### config.mk
export PLATFORM = sky130hd
export DESIGN_NAME = irq_mask_ctrl
export DESIGN_NICKNAME = d
export VERILOG_FILES = /design/src/rtl/irq_mask_pkg.sv /design/src/rtl/irq_edge_catch.sv /design/src/rtl/irq_pend_bank.sv /design/src/rtl/irq_req_drive.sv /design/src/rtl/irq_mask_ctrl.sv
export SDC_FILE = /design/constraint.sdc
export NUM_CORES = 1
export LEC_CHECK = 0
export CORE_MARGIN = 3
export CORE_UTILIZATION = 30
export DETAILED_ROUTE_END_ITERATION = 8
export DONT_BUFFER_PORTS = 1
export HOLD_SLACK_MARGIN = 0.12
export PLACE_DENSITY = 0.45
export SLEW_MARGIN = 5
export SYNTH_ARGS = -nofsm -noshare
export SYNTH_HDL_FRONTEND = slang
export SYNTH_SLANG_ARGS = --single-unit
### constraint.sdc
create_clock -name clk -period 2.9 [get_ports clk]
set_input_delay 0.145 -clock clk [delete_from_list [all_inputs] [get_ports clk]]
set_output_delay 0.145 -clock clk [all_outputs]
set_load 0.01 [all_outputs]
### src/rtl/irq_mask_pkg.sv
package irq_mask_pkg;
  localparam int REG_W   = 8;
  localparam int ADDR_W  = 8;
  localparam logic [ADDR_W-1:0] OFS_PEND = 8'h18;
  localparam logic [ADDR_W-1:0] OFS_MASK = 8'h1C;
  localparam int BIT_TIMER = 0;
  localparam int BIT_RXRDY = 1;
  localparam int BIT_TXRDY = 2;
endpackage

### src/rtl/irq_edge_catch.sv
module irq_edge_catch #(
  parameter int W = 8
) (
  input  logic         clk,
  input  logic         rst_n,
  input  logic [W-1:0] lvl,
  output logic [W-1:0] rise
);
  logic [W-1:0] prev_q;

  for (genvar i = 0; i < W; i++) begin : g_bit
    always_ff @(posedge clk or negedge rst_n) begin
      if (!rst_n) prev_q[i] <= 1'b0;
      else        prev_q[i] <= lvl[i];
    end
    assign rise[i] = lvl[i] & ~prev_q[i];
  end

  // an edge needs the line low in the cycle before
  assert_edge_needs_low_R2: assert property (@(posedge clk) disable iff (!rst_n)
    1'b1 |=> ((rise & $past(lvl)) == '0));
endmodule

### src/rtl/irq_pend_bank.sv
module irq_pend_bank #(
  parameter int W = 8
) (
  input  logic         clk,
  input  logic         rst_n,
  input  logic [W-1:0] set_i,
  input  logic         clr_en,
  input  logic [W-1:0] keep_mask,
  output logic [W-1:0] pend
);
  logic [W-1:0] pend_q;

  for (genvar i = 0; i < W; i++) begin : g_bit
    always_ff @(posedge clk or negedge rst_n) begin
      if (!rst_n)                      pend_q[i] <= 1'b0;
      else if (set_i[i])               pend_q[i] <= 1'b1;
      else if (clr_en && !keep_mask[i]) pend_q[i] <= 1'b0;
    end
  end
  assign pend = pend_q;

  // a set always lands, even when a clear arrives in the same cycle
  assert_set_lands_R4: assert property (@(posedge clk) disable iff (!rst_n)
    (set_i != '0) |=> ((pend & $past(set_i)) == $past(set_i)));
  // without a clearing write no pending bit drops
  assert_pend_sticky_R3: assert property (@(posedge clk) disable iff (!rst_n)
    !clr_en |=> ((pend & $past(pend)) == $past(pend)));
  // a bit written as 1 is never dropped
  assert_keep_one_R3: assert property (@(posedge clk) disable iff (!rst_n)
    clr_en |=> ((pend & $past(pend & keep_mask)) == $past(pend & keep_mask)));
endmodule

### src/rtl/irq_req_drive.sv
module irq_req_drive #(
  parameter int W = 8
) (
  input  logic         clk,
  input  logic         rst_n,
  input  logic [W-1:0] pend,
  input  logic [W-1:0] mask,
  output logic         req_n
);
  logic        req_n_q;
  logic [W-1:0] live;

  assign live = pend & mask;

  always_ff @(posedge clk or negedge rst_n) begin
    if (!rst_n) req_n_q <= 1'b1;
    else        req_n_q <= ~(|live);
  end
  assign req_n = req_n_q;

  // an enabled pending bit pulls the request low one cycle later
  assert_req_low_R6: assert property (@(posedge clk) disable iff (!rst_n)
    ((pend & mask) != '0) |=> !req_n);
  // no enabled pending bit releases the request one cycle later
  assert_req_high_R6: assert property (@(posedge clk) disable iff (!rst_n)
    ((pend & mask) == '0) |=> req_n);
endmodule

### src/rtl/irq_mask_ctrl.sv
module irq_mask_ctrl
  import irq_mask_pkg::*;
(
  input  logic              clk,
  input  logic              rst_n,
  input  logic [REG_W-1:0]  src_evt,
  input  logic              bus_sel,
  input  logic              bus_we,
  input  logic [ADDR_W-1:0] bus_addr,
  input  logic [REG_W-1:0]  bus_wdata,
  output logic [REG_W-1:0]  bus_rdata,
  output logic              irq_n
);
  logic [REG_W-1:0] rise;
  logic [REG_W-1:0] pend;
  logic [REG_W-1:0] mask_q;
  logic             wr_pend, wr_mask, rd;

  assign wr_pend = bus_sel && bus_we && (bus_addr == OFS_PEND);
  assign wr_mask = bus_sel && bus_we && (bus_addr == OFS_MASK);
  assign rd      = bus_sel && !bus_we;

  irq_edge_catch #(.W(REG_W)) u_edge (
    .clk(clk), .rst_n(rst_n), .lvl(src_evt), .rise(rise));

  irq_pend_bank #(.W(REG_W)) u_pend (
    .clk(clk), .rst_n(rst_n), .set_i(rise), .clr_en(wr_pend),
    .keep_mask(bus_wdata), .pend(pend));

  always_ff @(posedge clk or negedge rst_n) begin
    if (!rst_n)       mask_q <= '0;
    else if (wr_mask) mask_q <= bus_wdata;
  end

  always_comb begin
    bus_rdata = '0;
    if (rd) begin
      if (bus_addr == OFS_PEND)      bus_rdata = pend;
      else if (bus_addr == OFS_MASK) bus_rdata = mask_q;
    end
  end

  irq_req_drive #(.W(REG_W)) u_req (
    .clk(clk), .rst_n(rst_n), .pend(pend), .mask(mask_q), .req_n(irq_n));

  // writes to other offsets leave the enable bitmap alone
  assert_stray_write_R7: assert property (@(posedge clk) disable iff (!rst_n)
    (bus_sel && bus_we && bus_addr != OFS_MASK) |=> $stable(mask_q));
  // an enable write lands as written
  assert_mask_write_R5: assert property (@(posedge clk) disable iff (!rst_n)
    wr_mask |=> (mask_q == $past(bus_wdata)));
endmodule

## After elaboration in Yosys (flattened, before gate mapping)

Cells that the tools add are included.

- Reduce and logical (&&, ||, !) cells: 30
- Mux-type cells: 19
- Eq/ne operators: 2
- Bitwise operators: 18

Operator list:

| cell | count |
|---|---|
| $mux W8 | 3 |
| $eq A8 B5 Y1 const B | 2 |
| $mux W1 | 16 |
| $reduce_bool A2 Y1 | 8 |
| $logic_and A1 B1 Y1 | 12 |
| $logic_not A1 Y1 | 9 |
| $not A1 Y1 | 9 |
| $and A1 B1 Y1 | 8 |
| $and A8 B8 Y8 | 1 |
| $reduce_or A8 Y1 | 1 |

- Word-level logic and storage cells: 87
- Output and inout port bits: 9
- Bits in registers: 25
- Input port bits: 28

## Longest topological paths before layout

Gate-level depths: netlist of run 1.

- Depth after elaboration: 5
- Gate-level depth with buffers: 5
- Depth with buffers taken out: 3

## Hierarchy

From an unflattened synthesis of run 1, not the netlist that was laid out.

- Cell total of the unflattened synthesis: 85
- Area, all modules: 1164.9 µm²

By module, submodules not included:

| module | instances | sequential area each (µm²) | area each (µm²) | cells an instance |
|---|---|---|---|---|
| irq_mask_ctrl | 1 | 200.2 | 479.2 | 39 |
| irq_edge_catch | 1 | 200.2 | 310.3 | 16 |
| irq_pend_bank | 1 | 200.2 | 310.3 | 24 |
| irq_req_drive | 1 | 26.3 | 65.1 | 6 |

## Worst setup path before layout of run 1

No wires, ideal clock.

- Path type: input to output
- Start: input bus_addr[5]
- End: output bus_rdata[0]
- Required time: 2755 ps
- Buffers on the path: 2
- Stages on the path: 5
- Slack: 1192 ps
- Arrival time: 1563 ps
- Path through: or4b_1 > buf_6 > or2_2 > buf_2 > nor3_1

- Word-level cells in the longest chain between the ends: 4
- Elaborated cells between the ends (all ways): 5
- Classes of those cells: eq/ne (2); mux (3)

Ends and longest elaborated chain:

| element | line | source |
|---|---|---|
| start, declared | irq_mask_ctrl.sv:9 | `input logic [ADDR_W-1:0] bus_addr,` |
| $eq A8 B5 Y1 | irq_mask_ctrl.sv:39 | `else if (bus_addr == OFS_MASK) bus_rdata = mask_q;` |
| $mux W8 | irq_mask_ctrl.sv:39 |  |
| $mux W8 (*) | irq_mask_ctrl.sv:38 | `if (bus_addr == OFS_PEND) bus_rdata = pend;` |
| $mux W8 (*) | irq_mask_ctrl.sv:37 | `if (rd) begin` |
| end, declared | irq_mask_ctrl.sv:11 | `output logic [REG_W-1:0] bus_rdata,` |

Mark *: on every way between the ends. The rest lies on a longest branch, timed or not.

## Final worst setup path of run 1

- Start: input bus_addr[5]
- End: output bus_rdata[7]

The elaborated chain is that of the path after synthesis.

==> impl_metrics.tcl, run 1 <==
set metrics [dict create \
    status "finished clean" \
    netlist_instances 90 \
    yosysTopAreaCellShare_pct 54.5 \
    place_area_um2 1130 \
    synth_flop_cell "dfrtp_1" \
    fmax_ghz 0.523 \
    post_cts_resize_count 0 \
    final_core_util_pct 39.6 \
    worst_pin_slew_ns 0.579 \
    synth_area_leaders "dfrtp_1 (55%), mux2_2 (8.2%), mux2i_1 (7.3%)" \
    combPwrFrac_pct 8.6 \
    setup_violations 0 \
    cap_violations 0 \
    fin_crit_sh_pct 66.0 \
    critical_path_required_ns 2.76 \
    final_area_um2 1360 \
    wl_per_cell_um 15.7 \
    setup.worst_path.start_class "primary input" \
    drt-pass1-iter-count 4 \
    rsz0062_at_grt "false" \
    start_util_pct 32.0 \
    placement_rows 21 \
    p_sw_mw 0.131 \
    nets 135 \
    drive_gt1_share_pct 14.2 \
    grt_max_degree 26 \
    cts_inserted_buffers 3 \
    cp.arrival_ns 1.77 \
    die-area_um2 4430 \
    routed_via_density 5.08 \
    syn_nets 118 \
    synthArstFlopShare_pct 100 \
    worstSetupEndpointType "output port" \
    cts-root-buf "clkbuf_8" \
    tns_ns 0 \
    yosysWarnings 0 \
    die_h_um 66.6 \
    post_cts_buffers 0 \
    insertion_delay_ns 0.26 \
    drt-total-wl_mm 2.39 \
    yosys.cell_count.top_type "dfrtp_1" \
    io_buffers 0 \
    drv_slew 0 \
    coreArea_um2 3440 \
    ios 37 \
    power.internal_mw 0.490 \
    hold_viol 0 \
    first_global_vias 740 \
    first_iter_violations 63 \
    leakage_nw 0.573 \
    finalCriticalPeriod_ns 1.91 \
    clkSlewWorstSetupHoldPaths_ns 0.08 \
    grt_pass1_wl_mm 3.93 \
    grt_remaining_overflow 0 \
    h-tree-depth 1 \
    tritoncts "yes" \
    setup.worst_path.class "in2out" \
    avgSynthCellArea_um2 12.2 \
    area_growth_pct 23.8 \
    die_x_um 66.6 \
    syn_area_um2 1100 \
    num_vias 772 \
    synth_cell_types 19 \
    cts.sinks 25 \
    drc 0 \
    seqPwrFrac_pct 59.2 \
    yosysSeqAreaShare_pct 56.9 \
    synth-seq-cells 25 \
    path_max_fanout 10 \
    min_path_type "in2reg" \
    switching_share_pct 21.1 \
    fin_skew_ns 0.00551 \
    holdBufCountCts 18 \
    gp_congestion 0.777 \
    antenna_found_initial 0 \
    clockBufferDepth 2 \
    power_density_nw_per_um2 455 \
    relSlewSlack_pct 61.2 \
    grt_util_all_layers_pct 12.0 \
    synth_top_cell_by_area "dfrtp_1" \
    clkPwrFrac_pct 32.1 \
    antenna_left 0 \
    antenna_cells 0 \
    synth-edff-count 0 \
    vdd_drop_max_mv 0.355 \
]
-- logic make-up (layout without fill, tap and decap cells) --
kind of cell / count (synthesis) / in the layout / synth area share (%)
buffers and inverters: 14 / 30 / 5.57
AND/OR/NAND/NOR: 15 / 15 / 9.32
flip-flops: 25 / 25 / 56.9
AO/OA/AOI/OAI: 20 / 20 / 12.7
multiplexers: 16 / 16 / 15.5
-- state kept, by name, indices dropped and copies added, names as in the netlist --
name and cells:
mask_q 8, u_edge.prev_q 8, u_pend.pend 8, u_req.req_n 1
-- cell type report --
| cell class | count | area [µm²] |
|---|---|---|
| multi-input cells | 51 | 413 |
| well taps | 46 | 57.6 |
| clock buffers | 4 | 45.0 |
| inverters | 8 | 30.0 |
| repair buffers | 18 | 190 |
| fillers | 334 | 2080 |
| flip-flops and latches | 25 | 627 |
-- worst max-delay path: stages --
cell    delay (ns)
or4b_1        0.74
or2_2         0.46
nor3_1        0.42
-- cell usage in the layout, fill, tap and decap left out --
master	Yosys	layout
nand4bb_1	1	1
nand2_1	1	1
dlygate4sd3_1	0	17
or2_2	1	1
a22oi_1	4	4
dfrtp_1	24	24
mux2_2	8	8
mux2i_1	8	8
inv_1	8	8
o41ai_1	8	8
nor3_4	1	1
and4_1	1	1
nor3_1	8	8
nand2b_1	1	1
clkbuf_1	4	1
or4b_1	1	1
buf_12	0	1
o21ai_0	8	8
clkbuf_8	0	3
dfstp_2	1	1
-- per-stage QoR --
stage                     std cells  total power, mW  setup slack (ns)  hold WS [ns]
after floorplan                  90            0.398              1.19        -0.151
after global placement          130            0.397             0.964        -0.150
after detailed placement        130            0.398             0.956        -0.150
after CTS                       152            0.634             0.956         0.289
after global routing            152            0.659             0.891         0.290
final                           152            0.620             0.986         0.291
-- power groups by stage --
stage | Clock (mW) | Sequential [mW] | Combinational, mW
2_1_floorplan | 0 | 0.373 | 0.0250
3_5_place_dp | 0 | 0.375 | 0.0231
3_3_place_gp | 0 | 0.374 | 0.0232
4_1_cts | 0.212 | 0.368 | 0.0546
6_report | 0.199 | 0.367 | 0.0536
5_1_grt | 0.230 | 0.369 | 0.0596
-- path summary, 6_finish.rpt --
path,start,slack [ns],depth (start not counted),endpoint
max,bus_addr[5],0.99,3,bus_rdata[7]
min in group asynchronous,rst_n,0.31,2,mask_q[6]$_DFFE_PN0P_
min reg2reg,u_edge.prev_q[0]$_DFF_PN0_,0.42,1,u_pend.pend[0]$_DFFE_PN0P_
max reg2reg,u_pend.pend[1]$_DFFE_PN0P_,2.01,2,u_req.req_n$_DFF_PN1_
max in group asynchronous,rst_n,2.37,2,u_req.req_n$_DFF_PN1_
min,bus_addr[2],0.29,3,mask_q[2]$_DFFE_PN0P_
-- layer usage --
layer / GRT usage [%] / wire length, µm / part of all wire, % / up-vias
met5: 0 / 0 / 0 / -
met4: 3.05 / 14 / 0.59 / 0
met3: 4.55 / 212 / 8.9 / 2
met2: 17.2 / 1070 / 45 / 34
met1: 16.9 / 1090 / 46 / 371
li1: - / - / - / 365
No activity file was read; power rests on OpenSTA's default activity.
==> inputs of run 2 (changes only) <==
- clock period: 2.9 -> 1.9 ns (I/O delays scaled with it)
==> run 2 against run 1 <==
Compared with the run above:
- sequential power increased by 53%
- wire length increased by 0.50%
- clock power increased by 56%
- register-to-register slack got worse by 1.0 ns
- total power increased by 54%
- clock skew decreased by 0.0036 ns
- utilization increased by 2.2 points
- via count increased by 3.5%
- global-route usage increased by 0.65 points
- non-clock buffer count increased by 10
- critical path depth increased by 1
- worst hold slack got worse by 0.055 ns
==> impl_metrics.tcl, run 2 (synthesized netlist as in run 1, its figures left out) <==
set metrics [dict create \
    status "finished clean" \
    clockBufferDepth 2 \
    drt-total-wl_mm 2.40 \
    final_area_um2 1440 \
    finalCriticalPeriod_ns 1.77 \
    tns_ns 0 \
    final_common_cell "dfrtp_1" \
    rsz0062_at_grt "false" \
    vdd_drop_max_mv 0.359 \
    leakage_nw 0.628 \
    grt_pass1_wl_mm 4.11 \
    post_cts_resize_count 0 \
    first_iter_violations 20 \
    worstSetupEndpointType "output port" \
    die_x_um 66.6 \
    cp_cell_sequence "or4b_1, or2_2, nor3_1, buf_4" \
    multi_input_area_um2 413 \
    cts-root-buf "clkbuf_8" \
    worstSetupStartpoint "bus_addr[5]" \
    drc 0 \
    drive_gt1_share_pct 22.4 \
    setup_violations 0 \
    coreArea_um2 3440 \
    crit_path_end "bus_rdata[7]" \
    cp.arrival_ns 1.67 \
    cts_inserted_buffers 3 \
    holdBufCountCts 18 \
    rr_worst_depth 2 \
    clkSlewWorstSetupHoldPaths_ns 0.08 \
    critPathMaxStageDelay_ns 0.70 \
    h-tree-depth 1 \
    r2r_slack_ns 0.98 \
    io_buffers 0 \
    r2r-end "u_req.req_n$_DFF_PN1_" \
    setup.worst_path.start_class "primary input" \
    r2r_start "u_pend.pend[4]$_DFFE_PN0P_" \
    first_global_vias 816 \
    wl_per_cell_um 14.8 \
    dp_cells 140 \
    hold_viol 0 \
    final_cell_mix "dfrtp_1 (24), dlygate4sd3_1 (17), buf_4 (10)" \
    fmax_ghz 0.565 \
    holdWs_ns 0.237 \
    cts.sinks 25 \
    fin_skew_ns 0.00193 \
    start_util_pct 32.0 \
    setup.worst_path.class "in2out" \
    power_mw 0.955 \
    ios 37 \
    power_density_nw_per_um2 664 \
    slowest_stage "or4b_1" \
    grt_max_degree 26 \
    area_growth_pct 30.7 \
    gp_congestion 0.766 \
    routed_via_density 4.93 \
    fin_crit_sh_pct 93.1 \
    regArea_um2 627 \
    place_area_um2 1200 \
    min_path_type "in2async" \
    drt-pass1-iter-count 4 \
    antenna_found_initial 0 \
    post_cts_buffers 0 \
    nets 145 \
    critical_path_required_ns 1.80 \
    final_core_util_pct 41.8 \
    finalWorstSetupSlack_ns 0.131 \
    grt_util_all_layers_pct 12.7 \
    dp_hpwl_mm 1.75 \
    grt_remaining_overflow 0 \
    insertion_delay_ns 0.27 \
    fill_cells 334 \
    relSlewSlack_pct 71.2 \
    die-area_um2 4430 \
    pre_cts_slack_ns 0.120 \
    tritoncts "yes" \
    final_cells 162 \
    path_max_fanout 8 \
    placement_rows 21 \
    worst_pin_slew_ns 0.430 \
    antenna_left 0 \
    antenna_cells 0 \
    die_h_um 66.6 \
    drv_slew 0 \
    cap_violations 0 \
    num_vias 799 \
]
## run 2: report_power, final
group	internal, mW	switching, mW	leakage [nW]
Sequential	0.552	0.00906	0.285
Clock	0.147	0.163	0.0255
Combinational	0.0479	0.0369	0.318
Total	0.746	0.209	0.628
## run 2: worst min-delay path by stage
| stage | start | to | slack, ns | depth (start not counted) |
|---|---|---|---|---|
| 6_report | rst_n | u_edge.prev_q[4]$_DFF_PN0_ | 0.24 | 2 |
| 5_1_grt | rst_n | u_edge.prev_q[4]$_DFF_PN0_ | 0.24 | 2 |
| 4_1_cts | bus_addr[2] | mask_q[1]$_DFFE_PN0P_ | 0.23 | 3 |
| 3_5_place_dp | rst_n | u_edge.prev_q[4]$_DFF_PN0_ | -0.20 | 0 |
| 3_3_place_gp | rst_n | u_edge.prev_q[4]$_DFF_PN0_ | -0.20 | 0 |
| 2_1_floorplan | rst_n | mask_q[0]$_DFFE_PN0P_ | -0.20 | 0 |
## run 2: cell type report
cell class              count  share of cell area [%]
multi-input cells          51                    28.7
clock buffers               3                    2.87
well taps                  46                    4.00
repair buffers             28                    18.4
flip-flops and latches     25                    43.6
inverters                   8                    2.09
clock inverters             1                   0.348
## run 2: critical path, delay by kind of cell
family	cells	cell delay, ns
simple gates	3	1.40
buf+inv	1	0.17
## run 2: metal layers
layer	track usage (%)	vias to the layer above	part of all wire, %
li1	-	385	-
met1	17.1	379	45
met2	18.8	29	46
met3	4.05	6	7.0
met4	4.57	0	1.4
met5	0	-	0
